==> src/rtl/utx_pkg.sv <==
package utx_pkg;
  localparam int DATA_W = 8;

  typedef enum logic [2:0] {
    S_IDLE, S_START, S_DATA, S_PARITY, S_STOP
  } txState_e;

  typedef enum logic [1:0] {
    L_MARK, L_SPACE, L_DATA, L_PAR
  } lineSel_e;

  // control-to-datapath strobes
  typedef struct packed {
    logic     pop;     // take head byte, load shifter
    logic     shift;   // advance to next data bit
    logic     oddPar;  // parity flavour for the byte being loaded
    lineSel_e lineSel; // what drives the line
  } txStrobe_t;
endpackage

==> src/rtl/utx_datapath.sv <==
module utx_datapath
  import utx_pkg::*;
#(
  parameter int DEPTH = 4
) (
  input  logic              clk,
  input  logic              rstN,
  input  logic              wrEn,
  input  logic [DATA_W-1:0] wrData,
  input  txStrobe_t         strb,
  output logic              txLine,
  output logic              fifoEmpty,
  output logic              fifoFull
);
  localparam int AW = (DEPTH > 1) ? $clog2(DEPTH) : 1;
  localparam int CW = $clog2(DEPTH + 1);

  logic [DATA_W-1:0] mem [DEPTH];
  logic [AW-1:0]     wrPtr, rdPtr;
  logic [CW-1:0]     count;
  logic [DATA_W-1:0] shiftReg;
  logic              parBit;
  logic              push;

  assign fifoEmpty = (count == '0);
  assign fifoFull  = (count == CW'(DEPTH));
  assign push      = wrEn && !fifoFull;

  always_ff @(posedge clk) begin
    if (push) mem[wrPtr] <= wrData;
  end

  always_ff @(posedge clk or negedge rstN) begin
    if (!rstN) begin
      wrPtr <= '0;
      rdPtr <= '0;
      count <= '0;
    end else begin
      if (push)     wrPtr <= (wrPtr == AW'(DEPTH - 1)) ? '0 : wrPtr + 1'b1;
      if (strb.pop) rdPtr <= (rdPtr == AW'(DEPTH - 1)) ? '0 : rdPtr + 1'b1;
      case ({push, strb.pop})
        2'b10:   count <= count + 1'b1;
        2'b01:   count <= count - 1'b1;
        default: count <= count;
      endcase
    end
  end

  always_ff @(posedge clk or negedge rstN) begin
    if (!rstN) begin
      shiftReg <= '1;
      parBit   <= 1'b1;
    end else if (strb.pop) begin
      shiftReg <= mem[rdPtr];
      parBit   <= (^mem[rdPtr]) ^ strb.oddPar;
    end else if (strb.shift) begin
      shiftReg <= {1'b1, shiftReg[DATA_W-1:1]};
    end
  end

  always_comb begin
    case (strb.lineSel)
      L_SPACE: txLine = 1'b0;
      L_DATA:  txLine = shiftReg[0];
      L_PAR:   txLine = parBit;
      default: txLine = 1'b1;
    endcase
  end
endmodule

==> src/rtl/utx_ctrl.sv <==
module utx_ctrl
  import utx_pkg::*;
#(
  parameter int DIV_W = 16
) (
  input  logic             clk,
  input  logic             rstN,
  input  logic             fifoEmpty,
  input  logic [DIV_W-1:0] divisor,
  input  logic             overSel,
  input  logic [1:0]       parityMode,
  output txStrobe_t        strb,
  output logic             txDone
);
  localparam int BIT_CW = $clog2(DATA_W);

  txState_e          state;
  logic [DIV_W-1:0]  divCnt, divLat, effDiv;
  logic [3:0]        osCnt;
  logic [BIT_CW-1:0] bitCnt;
  logic [1:0]        parLat;
  logic              os8Lat;
  logic              tick, lastOs, bitEnd, startNow, parOn;

  assign effDiv   = (divisor == '0) ? DIV_W'(1) : divisor;
  assign tick     = (state != S_IDLE) && (divCnt == '0);
  assign lastOs   = os8Lat ? (osCnt == 4'd7) : (osCnt == 4'd15);
  assign bitEnd   = tick && lastOs;
  assign parOn    = (parLat == 2'd1) || (parLat == 2'd2);
  assign startNow = !fifoEmpty &&
                    ((state == S_IDLE) || ((state == S_STOP) && bitEnd));

  always_ff @(posedge clk or negedge rstN) begin
    if (!rstN) begin
      state  <= S_IDLE;
      divCnt <= '0;
      divLat <= '0;
      osCnt  <= '0;
      bitCnt <= '0;
      parLat <= '0;
      os8Lat <= 1'b0;
      txDone <= 1'b0;
    end else begin
      txDone <= (state == S_STOP) && bitEnd;
      if (startNow) begin
        state  <= S_START;
        parLat <= parityMode;
        os8Lat <= overSel;
        divLat <= effDiv - 1'b1;
        divCnt <= effDiv - 1'b1;
        osCnt  <= '0;
      end else if (state != S_IDLE) begin
        if (tick) begin
          divCnt <= divLat;
          osCnt  <= lastOs ? 4'd0 : osCnt + 4'd1;
        end else begin
          divCnt <= divCnt - 1'b1;
        end
        if (bitEnd) begin
          case (state)
            S_START: begin
              state  <= S_DATA;
              bitCnt <= '0;
            end
            S_DATA: begin
              if (bitCnt == BIT_CW'(DATA_W - 1)) state <= parOn ? S_PARITY : S_STOP;
              else bitCnt <= bitCnt + 1'b1;
            end
            S_PARITY: state <= S_STOP;
            default:  state <= S_IDLE;
          endcase
        end
      end
    end
  end

  always_comb begin
    strb.pop    = startNow;
    strb.shift  = (state == S_DATA) && bitEnd;
    strb.oddPar = (parityMode == 2'd2);
    case (state)
      S_START:  strb.lineSel = L_SPACE;
      S_DATA:   strb.lineSel = L_DATA;
      S_PARITY: strb.lineSel = L_PAR;
      default:  strb.lineSel = L_MARK;
    endcase
  end
endmodule

==> src/rtl/uart_tx_par.sv <==
module uart_tx_par
  import utx_pkg::*;
#(
  parameter int DEPTH = 4,
  parameter int DIV_W = 16
) (
  input  logic              clk,
  input  logic              rstN,
  input  logic              wrEn,
  input  logic [DATA_W-1:0] wrData,
  input  logic [DIV_W-1:0]  divisor,
  input  logic              overSel,
  input  logic [1:0]        parityMode,
  output logic              txLine,
  output logic              txDone,
  output logic              fifoEmpty,
  output logic              fifoFull
);
  txStrobe_t strb;
  logic      popStb;

  assign popStb = strb.pop;

  utx_ctrl #(.DIV_W(DIV_W)) u_ctrl (
    .clk(clk), .rstN(rstN), .fifoEmpty(fifoEmpty), .divisor(divisor),
    .overSel(overSel), .parityMode(parityMode), .strb(strb), .txDone(txDone)
  );

  utx_datapath #(.DEPTH(DEPTH)) u_dp (
    .clk(clk), .rstN(rstN), .wrEn(wrEn), .wrData(wrData), .strb(strb),
    .txLine(txLine), .fifoEmpty(fifoEmpty), .fifoFull(fifoFull)
  );
endmodule

==> config.mk <==
export PLATFORM = sky130hd
export DESIGN_NAME = uart_tx_par
export DESIGN_NICKNAME = d
export VERILOG_FILES = /design/src/rtl/utx_pkg.sv /design/src/rtl/utx_datapath.sv /design/src/rtl/utx_ctrl.sv /design/src/rtl/uart_tx_par.sv
export SDC_FILE = /design/constraint.sdc
export NUM_CORES = 1
export LEC_CHECK = 0
export BUFFER_PORTS_ARGS = -buffer_cell sky130_fd_sc_hd__buf_2
export CORE_MARGIN = 3
export CORE_UTILIZATION = 55
export DETAILED_ROUTE_END_ITERATION = 7
export PLACE_DENSITY_LB_ADDON = 0.05
export SYNTH_ARGS = -nofsm -noshare
export SYNTH_HDL_FRONTEND = slang
export SYNTH_SLANG_ARGS = --single-unit
==> constraint.sdc <==
create_clock -name clk -period 8.81 [get_ports clk]
set_input_delay 1.762 -clock clk [delete_from_list [all_inputs] [get_ports clk]]
set_output_delay 1.762 -clock clk [all_outputs]
set_load 0.1 [all_outputs]
# --- After elaboration in Yosys (flattened, before gate mapping) ---
# Memories as Yosys holds them, arrays and structs flattened.
# Index checks and enable logic that the tools add are counted.
word_totals:
  register_bits: 62
  ram_bits: 32
  inputBits: 30
  output_inout_bits: 4
  n_memories: 1
classes:
  add_sub_neg: 8
  eq_ne: 20
  n_mux: 26
  bitwise: 2
  n_reduce_logical: 25
memory_table:
  columns: ["memory", "words", "width", "rd", "rd_ports_with_merged_regs", "wr", "line", "rtl"]
  rows:
  - ["u_dp.mem", 4, 8, 1, 0, 1, "utx_datapath.sv:18", "logic [DATA_W-1:0] mem [DEPTH];"]
ops:
  columns: ["operator", "n"]
  rows:
  - ["2-to-1 mux 16 bit", 4]
  - ["logical NOT 16 bit", 2]
  - ["subtractor 16 x 1 -> 16 bit, second input constant", 2]
  - ["2-to-1 mux 3 bit", 6]
  - ["2-to-1 mux 4 bit", 4]
  - ["2-to-1 mux 8 bit", 2]
  - ["== test 2 bit, second input constant", 7]
  - ["one-hot mux 3 bit (2 select lines)", 2]
  - ["nonzero test 2 bit", 6]
  - ["== test 3 bit, second input constant", 3]
  - ["one-hot mux 3 bit (3 select lines)", 1]
  - ["parity 8 bit", 1]
  - ["adder 3 x 1 -> 3 bit, second input constant", 2]
  - ["== test 2 x 1 -> 1 bit, second input constant", 3]
  - ["== test 3 x 2 -> 1 bit, second input constant", 2]
  - ["logical AND 1 bit", 6]
  - ["logical NOT 3 bit", 2]
  - ["one-hot mux 2 bit (3 select lines)", 1]
  - ["AND reduction 5 bit", 1]
  - ["adder 2 x 1 -> 2 bit, second input constant", 2]
  - ["adder 4 x 1 -> 4 bit, second input constant", 1]
  - ["== test 4 x 3 -> 1 bit, second input constant", 1]
  - ["== test 4 bit, second input constant", 1]
  - ["2-to-1 mux 2 bit", 2]
  - ["other kinds (13)", 17]

# --- Depth between registers and ports, before layout ---
logic_depth:
  depth_word: 8
  ltp_mapped: 14
  mapped_depth_nobuf: 12

# --- Hierarchy ---
# From an unflattened synthesis, not the netlist that was laid out.
unflattened:
  hier_cells: 456
  hier_area_um2: 4987.3
modules_own_cells:
  columns: ["mod", "instances", "cells_per_inst", "area_each_um2", "seq_area_each_um2"]
  rows:
  - ["utx_ctrl", 1, 328, 2890.3, 1151.1]
  - ["utx_datapath", 1, 128, 2097.0, 1372.6]

# --- Worst setup path before layout ---
# No wires, ideal clock.
synth_path:
  kind: "register to output"
  from: "reg u_ctrl.state[0]"
  to: "out txLine"
  arrival_time_ps: 2792
  required_time_ps: 7048
  path_slack_ps: 4256
  path_stages_with_launch: 4
  path_buffers: 1
  cell_sequence: "dfrtp_1 > clkbuf_1 > a21boi_0 > o21ai_0"
synth_via:
  elab_chain_len: 4
synth_rtl:
  columns: ["element", "line", "rtl"]
  rows:
  - ["from (decl)", "utx_ctrl.sv:17", "txState_e state;"]
  - ["from (signal assigned)", "utx_ctrl.sv:66", "if (bitCnt == BIT_CW'(DATA_W - 1)) state <= parOn ? S_PARITY : S_STOP;"]
  - ["== test 3 x 2 -> 1 bit / == test 3 x 1 -> 1 bit (equally long branches)", "utx_ctrl.sv:81", "case (state)"]
  - ["one-hot mux 2 bit (3 select lines) (*)", "utx_ctrl.sv:81", null]
  - ["== test 2 bit / == test 2 x 1 -> 1 bit (equally long branches)", "utx_datapath.sv:62", "case (strb.lineSel)"]
  - ["one-hot mux 1 bit (3 select lines) (*)", "utx_datapath.sv:62", null]
  - ["to (decl)", "uart_tx_par.sv:14", "output logic txLine,"]
# Mark *: on every way between the ends. The rest lies on a longest branch, timed or not.

# --- Worst setup path after layout ---
layout_path:
  from: "in divisor[12]"
  to: "reg u_ctrl.divCnt[12]"
layout_via:
  elab_chain_len: 4
layout_rtl:
  columns: ["element", "line", "rtl"]
  rows:
  - ["from (decl)", "uart_tx_par.sv:11", "input logic [DIV_W-1:0] divisor,"]
  - ["logical NOT 16 bit", "utx_ctrl.sv:25", "assign effDiv = (divisor == '0) ? DIV_W'(1) : divisor;"]
  - ["2-to-1 mux 16 bit (*)", "utx_ctrl.sv:25", null]
  - ["subtractor 16 x 1 -> 16 bit (*)", "utx_ctrl.sv:50", "divCnt <= effDiv - 1'b1;"]
  - ["2-to-1 mux 16 bit (*)", "utx_ctrl.sv:45", "if (startNow) begin"]
  - ["to (signal assigned)", "utx_ctrl.sv:50", null]
  - ["to (signal assigned)", "utx_ctrl.sv:54", "divCnt <= divLat;"]
  - ["to (signal assigned)", "utx_ctrl.sv:57", "divCnt <= divCnt - 1'b1;"]
  - ["to (decl)", "utx_ctrl.sv:18", "logic [DIV_W-1:0] divCnt, divLat, effDiv;"]
# Marked as above.
# A chain may end at the register's enable or synchronous reset.

==> impl_metrics.py <==
metrics = {
    "worst_setup_path": {
        "critPathLaunchType": "primary input",
        "rr_endpoint": "u_dp.count[2]",
        "crit_slowest_cell": "nor4_1",
        "r2r_slack_ns": 5.20,
        "cp_top_family": "simple AND/OR/NAND/NOR gates",
        "critPathMaxStageDelay_ns": 0.62,
        "endpoint_kind": "register",
        "path_cells": "buf_2, or3_1, nor4_1, and4_1, nor2_1, ha_1, nand3_1, or3_1, xor2_1, o21ai_0, o22a_1",
        "r2r-start": "u_ctrl.divCnt[4]",
        "cp-startpoint": "divisor[12]",
        "critPathKind": "primary input to register",
        "worstPathMaxFanout": 6,
        "worst_path_most_repeated_cell": "or3_1",
        "required_ns": 9.06,
        "cp_num_buf_inv": 1,
        "cp.arrival_ns": 4.29,
        "r2r_cells": 11,
    },
    "detailed_routing": {
        "ant_nets": 0,
        "drt-total-wl_mm": 9.90,
        "drc": 0,
        "wire_per_inst_um": 16.8,
        "via_per_inst": 5.87,
        "drt_first_iter_violations": 255,
        "dr.pass1.iters": 4,
        "vias": 3450,
    },
    "grt": {
        "grt_pass1_wl_mm": 16.8,
        "track_usage": 0.214,
        "gr-total-overflow": 0,
        "grt_max_degree": 63,
        "grt_pass1_vias": 3277,
        "antenna_found_initial": 0,
    },
    "power": {
        "pwr_density_cell_nw_per_um2": 243,
        "ir_drop_v": 0.000168,
        "leakage_nw": 2.13,
    },
    "timing": {
        "fin_skew_ns": 0.00939,
        "worstMarginPinSlew_ns": 1.12,
        "fin_crit_ns": 4.04,
        "worst_slack_ns": 4.77,
        "final-setup-viol-count": 0,
        "fmax_mhz": 248,
        "fin_setup_tns_ns": 0,
        "rsz0062_at_grt": "no",
        "relSlewSlack": 0.257,
        "finalCritPeriodShare": 0.459,
        "slew_viol_final": 0,
        "hold_viol": 0,
    },
    "synthesis": {
        "yosysSeqAreaShare": 0.524,
        "synthTopCellsByArea": "dfrtp_1, edfxtp_1, nand2_1",
        "synth_edf_count": 32,
        "synth_flop_cell": "dfrtp_1",
        "synth_cell_types": 56,
        "synth.avg_cell_area_um2": 10.7,
        "synth_nets": 493,
        "ys_warn_count": 0,
        "synth_area_leader_cell": "dfrtp_1",
        "yosys_register_bits": 94,
        "syn_area_um2": 4820,
        "syn_inst": 450,
        "synth_top_cell_area_share": 0.275,
        "async_reset_ff_frac": 0.660,
    },
    "clock_network": {
        "numCtsBuffers": 9,
        "clk_pin_slew_worst_paths_ns": 0.10,
        "clockBufferDepth": 2,
        "cts_setup_buffers": 0,
        "cts_tree": "yes",
        "htree_levels": 3,
        "clock_latency_ns": 0.36,
        "post_cts_resized": 0,
        "cts_root_buffer": "clkbuf_8",
        "cts.sinks": 94,
        "postCtsHoldBufs": 0,
    },
    "floorplanning": {
        "rows": 33,
        "core_um2": 8380,
        "die-area_um2": 9920,
        "start_util": 0.575,
        "die_y_um": 99.6,
        "die_width_um": 99.6,
        "io_pins": 34,
    },
    "min_path": {
        "min_to": "u_dp.parBit",
        "worstHoldPathCells": 2,
        "hold_start": "u_dp.parBit",
        "hold_class": "register to register",
    },
    "final_layout": {
        "drive_above_1_share": 0.162,
        "mostFrequentLayoutCells": "nand2_1, dfrtp_1, buf_2",
        "fin_nets": 520,
        "mostFrequentLayoutCell": "nand2_1",
        "area_growth_pct": 9.06,
        "postLayoutCoreUtil": 0.627,
        "layoutNonFillerInstCount": 588,
    },
    "run_status": {
        "outcome": "completed",
    },
    "placed_design": {
        "gp_congestion": 0.813,
        "place_inst": 571,
        "portBuffers": 33,
        "dp.final_hpwl_mm": 6.83,
        "post-place-ws_ns": 4.32,
    },
    "flow_run": {
        "max_cap_viol_count": 0,
    },
}
-- flip-flops by register name, indices dropped and copies added, names as in the netlist, 3 cells and up --
| name | cells |
|---|---|
| u_ctrl.bitCnt | 3 |
| u_ctrl.osCnt | 4 |
| u_ctrl.divCnt | 16 |
| u_ctrl.divLat | 16 |
| u_dp.count | 3 |
| u_ctrl.state | 3 |
| u_dp.shiftReg | 8 |
| u_dp.mem | 32 |
-- worst register-to-register path: stages, from the launching register on --
cell	delay (ns)
dfrtp_1	0.47
nor4_4	0.52
nand4b_1	0.33
o31ai_2	0.36
nand2_1	0.13
inv_2	0.58
ha_1	0.31
inv_1	0.06
fa_1	0.37
xor2_1	0.15
nor2_1	0.11
xor2_1	0.16
-- final cells by class --
type,instances,area [µm²]
Antenna cell,1,2.50
Clock buffer,9,124
Clock inverter,7,86.3
Fill cell,696,3130
Inverter,11,41.3
Multi-Input combinational cell,326,2170
Sequential cell,94,2520
Tap cell,105,131
Timing Repair Buffer,35,180
-- per-stage QoR --
step | power, W | area, µm² | hold WS [ns]
floorplan | 0.000894 | 4820 | 0.442
global placement | 0.000967 | 5040 | 0.459
detailed placement | 0.000979 | 5040 | 0.465
CTS | 0.00128 | 5250 | 0.487
global route | 0.00136 | 5250 | 0.506
finish | 0.00128 | 5260 | 0.482
-- synth_stat cells (8+ instances only) --
| cell | number |
|---|---|
| a21oi_1 | 14 |
| clkbuf_1 | 9 |
| dfrtp_1 | 53 |
| dfstp_2 | 9 |
| edfxtp_1 | 32 |
| ha_1 | 12 |
| inv_1 | 10 |
| mux4_2 | 8 |
| nand2_1 | 71 |
| nand3_1 | 9 |
| nor2_1 | 32 |
| nor3_1 | 14 |
| nor4_1 | 10 |
| o21ai_0 | 22 |
| xnor2_1 | 20 |
| xor2_1 | 17 |
-- metal layers --
layer	wire (µm)	up-vias	track usage
met2	4350	66	0.304
met5	0	-	0
met3	419	12	0.0372
li1	-	1674	-
met4	117	0	0.0641
met1	5020	1698	0.337
-- power by group --
group	leakage (nW)	internal, W	switching (W)	total [W]
logic	0.996	0.000154	0.000181	0.000335
registers	1.03	0.000554	0.0000802	0.000634
clock network	0.105	0.000138	0.000169	0.000307
total	2.13	0.000846	0.000430	0.00128
-- cell families (layout without fill, tap and decap cells) --
family,after synthesis,in the layout,share of synthesized area
other cells,0,1,0
xor+xnor,37,37,0.0673
mux,15,15,0.0519
buf+inv,30,62,0.0267
compound gates,82,82,0.113
flops,94,94,0.524
fa+ha+maj,13,13,0.0353
simple gates,179,179,0.182
-- worst max path at each step --
stage | endpoint | cells after the start | slack, ns
after floorplan | txLine | 3 | 4.26
after global routing | u_ctrl.divCnt[12] | 11 | 4.44
after detailed placement | u_ctrl.divCnt[12] | 11 | 4.32
after global placement | u_ctrl.divCnt[12] | 11 | 4.49
final | u_ctrl.divCnt[12] | 11 | 4.77
after CTS | u_ctrl.divCnt[12] | 11 | 4.73
Note: power is estimated with default switching activity, not from simulation.
